## config.mk

```make
export PLATFORM = sky130hd
export DESIGN_NAME = spm_cmd_ctrl
export DESIGN_NICKNAME = d
export VERILOG_FILES = /design/src/rtl/spm_cmd_pkg.sv /design/src/rtl/spm_win.sv /design/src/rtl/spm_op_timer.sv /design/src/rtl/spm_cmd_ctrl.sv
export SDC_FILE = /design/constraint.sdc
export NUM_CORES = 1
export LEC_CHECK = 0
export BUFFER_PORTS_ARGS = -buffer_cell sky130_fd_sc_hd__buf_2
export CAP_MARGIN = 10
export CORE_MARGIN = 10
export CORE_UTILIZATION = 30
export DETAILED_ROUTE_END_ITERATION = 8
export PLACE_DENSITY = 0.56
export SKIP_CTS_REPAIR_TIMING = 1
export SLEW_MARGIN = 20
export SYNTH_ARGS = -nofsm -noshare
export SYNTH_HDL_FRONTEND = slang
export SYNTH_HIERARCHICAL = 1
export SYNTH_SLANG_ARGS = --single-unit
export TNS_END_PERCENT = 50
```

## constraint.sdc

```tcl
create_clock -name clk -period 5.4 [get_ports clk]
set_input_delay 0.54 -clock clk [delete_from_list [all_inputs] [get_ports clk]]
set_output_delay 0.54 -clock clk [all_outputs]
set_load 0.005 [all_outputs]
```

## src/rtl/spm_cmd_pkg.sv

```systemverilog
package spm_cmd_pkg;
   localparam int BIT_EN    = 0;
   localparam int BIT_ERASE = 1;
   localparam int BIT_WRITE = 2;
   localparam int BIT_LOCK  = 3;
   localparam int BIT_REEN  = 4;
   localparam int BIT_RWW   = 6;
   localparam int BIT_IE    = 7;

   typedef enum logic [2:0] {
      OPK_NONE  = 3'b000,
      OPK_ERASE = 3'b001,
      OPK_WRITE = 3'b010,
      OPK_LOCK  = 3'b100
   } op_kind_e;
endpackage

```

## src/rtl/spm_win.sv

```systemverilog
module spm_win #(
   parameter int STORE_WIN = 4,
   parameter int LOAD_WIN  = 3
) (
   input  logic clk,
   input  logic rst_n,
   input  logic arm_i,
   input  logic disarm_i,
   input  logic store_i,
   input  logic load_i,
   input  logic lock_sel_i,
   input  logic ee_busy_i,
   output logic armed_o,
   output logic st_ok_o,
   output logic ld_ok_o,
   output logic expire_o
);
   localparam int AW = $clog2(STORE_WIN + 1);

   initial begin
      assert (STORE_WIN >= 1) else $error("STORE_WIN must be at least 1");
      assert (LOAD_WIN >= 1 && LOAD_WIN <= STORE_WIN) else $error("LOAD_WIN out of range");
   end

   logic [AW-1:0] age_q;

   assign armed_o  = (age_q != '0);
   assign st_ok_o  = armed_o && store_i && !ee_busy_i;
   assign ld_ok_o  = armed_o && lock_sel_i && load_i && !ee_busy_i && !st_ok_o
                     && (age_q <= AW'(LOAD_WIN));
   assign expire_o = armed_o && !st_ok_o && !ld_ok_o && !arm_i && (age_q == AW'(STORE_WIN));

   always_ff @(posedge clk or negedge rst_n) begin
      if (!rst_n)                            age_q <= '0;
      else if (st_ok_o || ld_ok_o || disarm_i) age_q <= '0;
      else if (arm_i)                        age_q <= AW'(1);
      else if (expire_o)                     age_q <= '0;
      else if (armed_o)                      age_q <= age_q + AW'(1);
   end

   AST_AGE_IN_WINDOW: assert property (@(posedge clk) disable iff (!rst_n)
      age_q <= AW'(STORE_WIN));
   AST_LOAD_EARLY: assert property (@(posedge clk) disable iff (!rst_n)
      (armed_o && load_i && lock_sel_i && !ee_busy_i && !store_i && age_q > AW'(LOAD_WIN)) |-> !ld_ok_o);
endmodule

```

## src/rtl/spm_op_timer.sv

```systemverilog
module spm_op_timer #(
   parameter int OP_CYCLES = 32800
) (
   input  logic clk,
   input  logic rst_n,
   input  logic start_i,
   output logic busy_o,
   output logic last_o,
   output logic done_o
);
   localparam int CW = (OP_CYCLES > 2) ? $clog2(OP_CYCLES) : 1;

   initial begin
      assert (OP_CYCLES >= 2) else $error("OP_CYCLES must be at least 2");
   end

   logic [CW-1:0] cnt_q;

   assign last_o = busy_o && (cnt_q == '0);

   always_ff @(posedge clk or negedge rst_n) begin
      if (!rst_n) begin
         busy_o <= 1'b0;
         cnt_q  <= '0;
         done_o <= 1'b0;
      end else begin
         done_o <= 1'b0;
         if (start_i && !busy_o) begin
            busy_o <= 1'b1;
            cnt_q  <= CW'(OP_CYCLES - 1);
         end else if (last_o) begin
            busy_o <= 1'b0;
            done_o <= 1'b1;
         end else if (busy_o) begin
            cnt_q <= cnt_q - CW'(1);
         end
      end
   end

   AST_DONE_AFTER_RUN: assert property (@(posedge clk) disable iff (!rst_n)
      done_o |-> ($past(busy_o) && !busy_o));
   AST_NO_RESTART: assert property (@(posedge clk) disable iff (!rst_n)
      busy_o |-> !start_i);
endmodule

```

## src/rtl/spm_cmd_ctrl.sv

```systemverilog
module spm_cmd_ctrl
   import spm_cmd_pkg::*;
#(
   parameter int STORE_WIN = 4,
   parameter int LOAD_WIN  = 3,
   parameter int CLK_KHZ   = 8000,
   parameter int OP_US     = 4100,
   parameter bit IRQ_REG   = 1'b0
) (
   input  logic       clk,
   input  logic       rst_n,
   input  logic       cmd_wr_i,
   input  logic [7:0] cmd_wdata_i,
   output logic [7:0] cmd_rdata_o,
   input  logic       store_i,
   input  logic       load_i,
   input  logic       ee_busy_i,
   output logic       op_start_o,
   output logic [2:0] op_kind_o,
   output logic       op_done_o,
   output logic       rww_busy_o,
   output logic       buf_load_o,
   output logic       lock_rd_o,
   output logic       irq_o
);
   localparam int OP_CYCLES = (CLK_KHZ * OP_US + 999) / 1000;

   logic en_q, erase_q, write_q, lock_q, reen_q, ie_q, rww_q;
   logic start_q, buf_q, lrd_q;
   op_kind_e kind_q;

   logic armed, st_ok, ld_ok, expire;
   logic tm_busy, tm_last, tm_done;
   logic wr_ok, multi, timed, start_go;
   logic [2:0] n_ops;
   logic unused_wbits;

   assign unused_wbits = ^cmd_wdata_i[6:5];

   assign n_ops    = 3'(erase_q) + 3'(write_q) + 3'(lock_q) + 3'(reen_q);
   assign multi    = (n_ops > 3'd1);
   assign timed    = !multi && (erase_q || write_q || lock_q);
   assign start_go = st_ok && timed;
   assign wr_ok    = cmd_wr_i && !tm_busy && !st_ok && !ld_ok;

   spm_win #(.STORE_WIN(STORE_WIN), .LOAD_WIN(LOAD_WIN)) u_win (
      .clk       (clk),
      .rst_n     (rst_n),
      .arm_i     (wr_ok && cmd_wdata_i[BIT_EN]),
      .disarm_i  (wr_ok && !cmd_wdata_i[BIT_EN]),
      .store_i   (store_i),
      .load_i    (load_i),
      .lock_sel_i(lock_q),
      .ee_busy_i (ee_busy_i),
      .armed_o   (armed),
      .st_ok_o   (st_ok),
      .ld_ok_o   (ld_ok),
      .expire_o  (expire)
   );

   spm_op_timer #(.OP_CYCLES(OP_CYCLES)) u_tmr (
      .clk    (clk),
      .rst_n  (rst_n),
      .start_i(start_go),
      .busy_o (tm_busy),
      .last_o (tm_last),
      .done_o (tm_done)
   );

   always_ff @(posedge clk or negedge rst_n) begin
      if (!rst_n) begin
         en_q <= 1'b0; erase_q <= 1'b0; write_q <= 1'b0; lock_q <= 1'b0; reen_q <= 1'b0;
         ie_q <= 1'b0; rww_q <= 1'b0;
         start_q <= 1'b0; buf_q <= 1'b0; lrd_q <= 1'b0;
         kind_q <= OPK_NONE;
      end else begin
         start_q <= 1'b0;
         buf_q   <= 1'b0;
         lrd_q   <= 1'b0;
         if (tm_last || expire || ld_ok || (st_ok && !timed)) begin
            en_q <= 1'b0; erase_q <= 1'b0; write_q <= 1'b0; lock_q <= 1'b0; reen_q <= 1'b0;
         end else if (wr_ok) begin
            en_q    <= cmd_wdata_i[BIT_EN];
            erase_q <= cmd_wdata_i[BIT_ERASE];
            write_q <= cmd_wdata_i[BIT_WRITE];
            lock_q  <= cmd_wdata_i[BIT_LOCK];
            reen_q  <= cmd_wdata_i[BIT_REEN];
         end
         if (wr_ok) ie_q <= cmd_wdata_i[BIT_IE];
         if (ld_ok) lrd_q <= 1'b1;
         if (st_ok) begin
            if (timed) begin
               start_q <= 1'b1;
               kind_q  <= erase_q ? OPK_ERASE : (write_q ? OPK_WRITE : OPK_LOCK);
               if (erase_q || write_q) rww_q <= 1'b1;
            end else if (!multi && reen_q) begin
               rww_q <= 1'b0;
            end else if (!multi) begin
               buf_q <= 1'b1;
            end
         end
      end
   end

   assign cmd_rdata_o = {ie_q, rww_q, 1'b0, reen_q, lock_q, write_q, erase_q, en_q};
   assign op_start_o  = start_q;
   assign op_kind_o   = kind_q;
   assign op_done_o   = tm_done;
   assign rww_busy_o  = rww_q;
   assign buf_load_o  = buf_q;
   assign lock_rd_o   = lrd_q;

   generate
      if (IRQ_REG) begin : g_irq_reg
         logic irq_q;
         always_ff @(posedge clk or negedge rst_n) begin
            if (!rst_n) irq_q <= 1'b0;
            else        irq_q <= ie_q & ~en_q;
         end
         assign irq_o = irq_q;
      end else begin : g_irq_comb
         assign irq_o = ie_q & ~en_q;
      end
   endgenerate

   AST_START_CLEAN: assert property (@(posedge clk) disable iff (!rst_n)
      start_q |-> $past(store_i && !ee_busy_i));
   AST_START_ONEHOT: assert property (@(posedge clk) disable iff (!rst_n)
      start_q |-> ($countones(kind_q) == 1));
   AST_EN_DURING_OP: assert property (@(posedge clk) disable iff (!rst_n)
      tm_busy |-> en_q);
   AST_RWW_PERSIST: assert property (@(posedge clk) disable iff (!rst_n)
      $fell(rww_q) |-> $past(store_i && reen_q && en_q && !ee_busy_i));
   AST_WR_IGNORED: assert property (@(posedge clk) disable iff (!rst_n)
      (tm_busy && !tm_last) |=> ($stable(cmd_rdata_o[4:0]) && $stable(ie_q)));
   AST_ARM_ONLY_IDLE: assert property (@(posedge clk) disable iff (!rst_n)
      armed |-> !tm_busy);
endmodule

```

==> qor.yml <==
outcome: "finished clean"
required_ps: 5610
wl_met3_um: 334
worstHoldPathType: "in -> async"
die-area_um2: 10100
place.gp.congestion: 0.775
grt_max_degree: 35
grt_setup_unrepaired: "false"
start_kind: "flop"
grt_pass1_wl_um: 7020
clockRootBuffer: "clkbuf_8"
dp_hpwl_um: 3090
overflow: 0
top_register: "u_tmr/cnt_q"
arrival_ps: 3290
ant_nets: 0
drcViolationCount: 0
clk_latency_ps: 280
syn_nets: 208
port_buffers: 27
fp.coreArea_um2: 6310
cts_tree: "done"
reg2reg_to: "reen_q"
peakVddDrop_mv: 0.168
max_freq_mhz: 325
p_per_area_nw_per_um2: 288
top_layer: "met4"
num-fill-cells: 637
finalSetupViolations: 0
crit_fanout: 8
r2r-start: "u_win/age_q[0]"
drive_above_1_share: 0.249
clk_pin_slew_worst_paths_ps: 70
maxCapViolations: 0
syn_area_um2: 1950
avgSynthCellArea_um2: 10.4
drtIter0Drc: 73
syn2layout_area_growth_pct: 14.2
wl_met1_um: 1800
tightestPinTransition_ps: 757
routed_wl_um: 4100
vias: 1455
die_height_um: 101
grt_pass1_vias: 1466
pre_cts_slack_ps: 2340
die_w_um: 101
worstSetupEndpointType: "flop"
ff2ff_setup_slack_ps: 2320
boundaryPins: 31
wl_per_cell_um: 14.1
initial_utilization: 0.309
diodes: 0
reg2reg_depth: 11
multiInputGateArea_um2: 987
clock_skew_ps: 6.30
period_share: 0.570
cts_buffers: 5
post_dp_cell_area_um2: 2110
instances_no_fill: 290
cts_sinks: 34
min_period_ps: 3080
final_max_slew_viol_count: 0
synthCells: 187
via_per_inst: 5.02
firstDrtPassIters: 5
p_total_uw: 640
crit_path_start: "u_win/age_q[0]"
antenna_found_initial: 0
register_area_um2: 851
core.rowCount: 29
stdcell_area_um2: 2220
h-tree-depth: 2
largest_reg_flops: 16
worst_slack_ps: 2320
route.met2.wl_um: 1910
fin_nets: 233
yosysWarnings: 6
clockBufferDepth: 2
cp-endpoint: "reen_q"
track_usage: 0.0843
critPathKind: "reg -> reg"
p_leak_nw: 0.965
final-hold-violation-count: 0
relSlewSlack: 0.495
tns_ps: 0
dp_cells: 282
[final cells by class]
type	count	share of cell area
Clock buffer	8	0.0495
Inverter	12	0.0202
Tap cell	77	0.0433
Sequential cell	34	0.382
Timing Repair Buffer	27	0.0607
Multi-Input combinational cell	132	0.444
[placed cells by master (no fill, tap or decap), types with 2 or more instances in the layout]
| cell type | n |
|---|---|
| nor3_2 | 2 |
| a21oi_1 | 11 |
| and2_1 | 4 |
| nor4b_1 | 3 |
| o41ai_1 | 2 |
| nor4_1 | 5 |
| a41o_1 | 2 |
| inv_1 | 12 |
| dfrtp_1 | 34 |
| nor2_1 | 15 |
| nand2_1 | 13 |
| nand3_1 | 2 |
| o21ai_0 | 6 |
| nor3_1 | 4 |
| mux2_2 | 4 |
| clkbuf_8 | 8 |
| nor2b_1 | 4 |
| or4_1 | 5 |
| or3_1 | 3 |
| buf_2 | 27 |
| mux2i_1 | 12 |
| o31ai_1 | 3 |
| ha_1 | 6 |
[critical path, stage by stage, from the launching register on]
cell and delay, ps:
dfrtp_1 430, inv_1 80, ha_1 250, nor2b_4 240, or4_1 130, a21oi_1 80
nor4b_4 580, and2_1 280, nor3_1 90, nor4b_1 350, o21ai_0 300, a21oi_1 210
[stage by stage]
stage | utilization | hold WS [ps]
after floorplan | - | 244
after global placement | 0.335 | 473
after detailed placement | 0.335 | 483
after CTS | 0.352 | 352
after global routing | 0.352 | 380
final | 0.352 | 318
[worst min path at each step]
stage	start	end	slack [ps]
floorplan	rst_n	buf_load_o	240
global placement	reen_q	buf_load_o	470
detailed placement	reen_q	buf_load_o	480
CTS	rst_n	rww_busy_o	350
global route	rst_n	rww_busy_o	380
finish	rst_n	rww_busy_o	320
[power by group]
| part | internal, mW | leakage (nW) | switching [mW] |
|---|---|---|---|
| Clock | 0.129 | 0.0575 | 0.0903 |
| Sequential | 0.271 | 0.418 | 0.0175 |
| Combinational | 0.0598 | 0.489 | 0.0735 |
[metal layers]
layer | track usage | vias up
met2 | 0.134 | 37
met4 | 0.0326 | 0
met3 | 0.0377 | 6
li1 | - | 722
met1 | 0.0971 | 690
met5 | 0 | -
No activity file was read; power rests on OpenSTA's default activity.
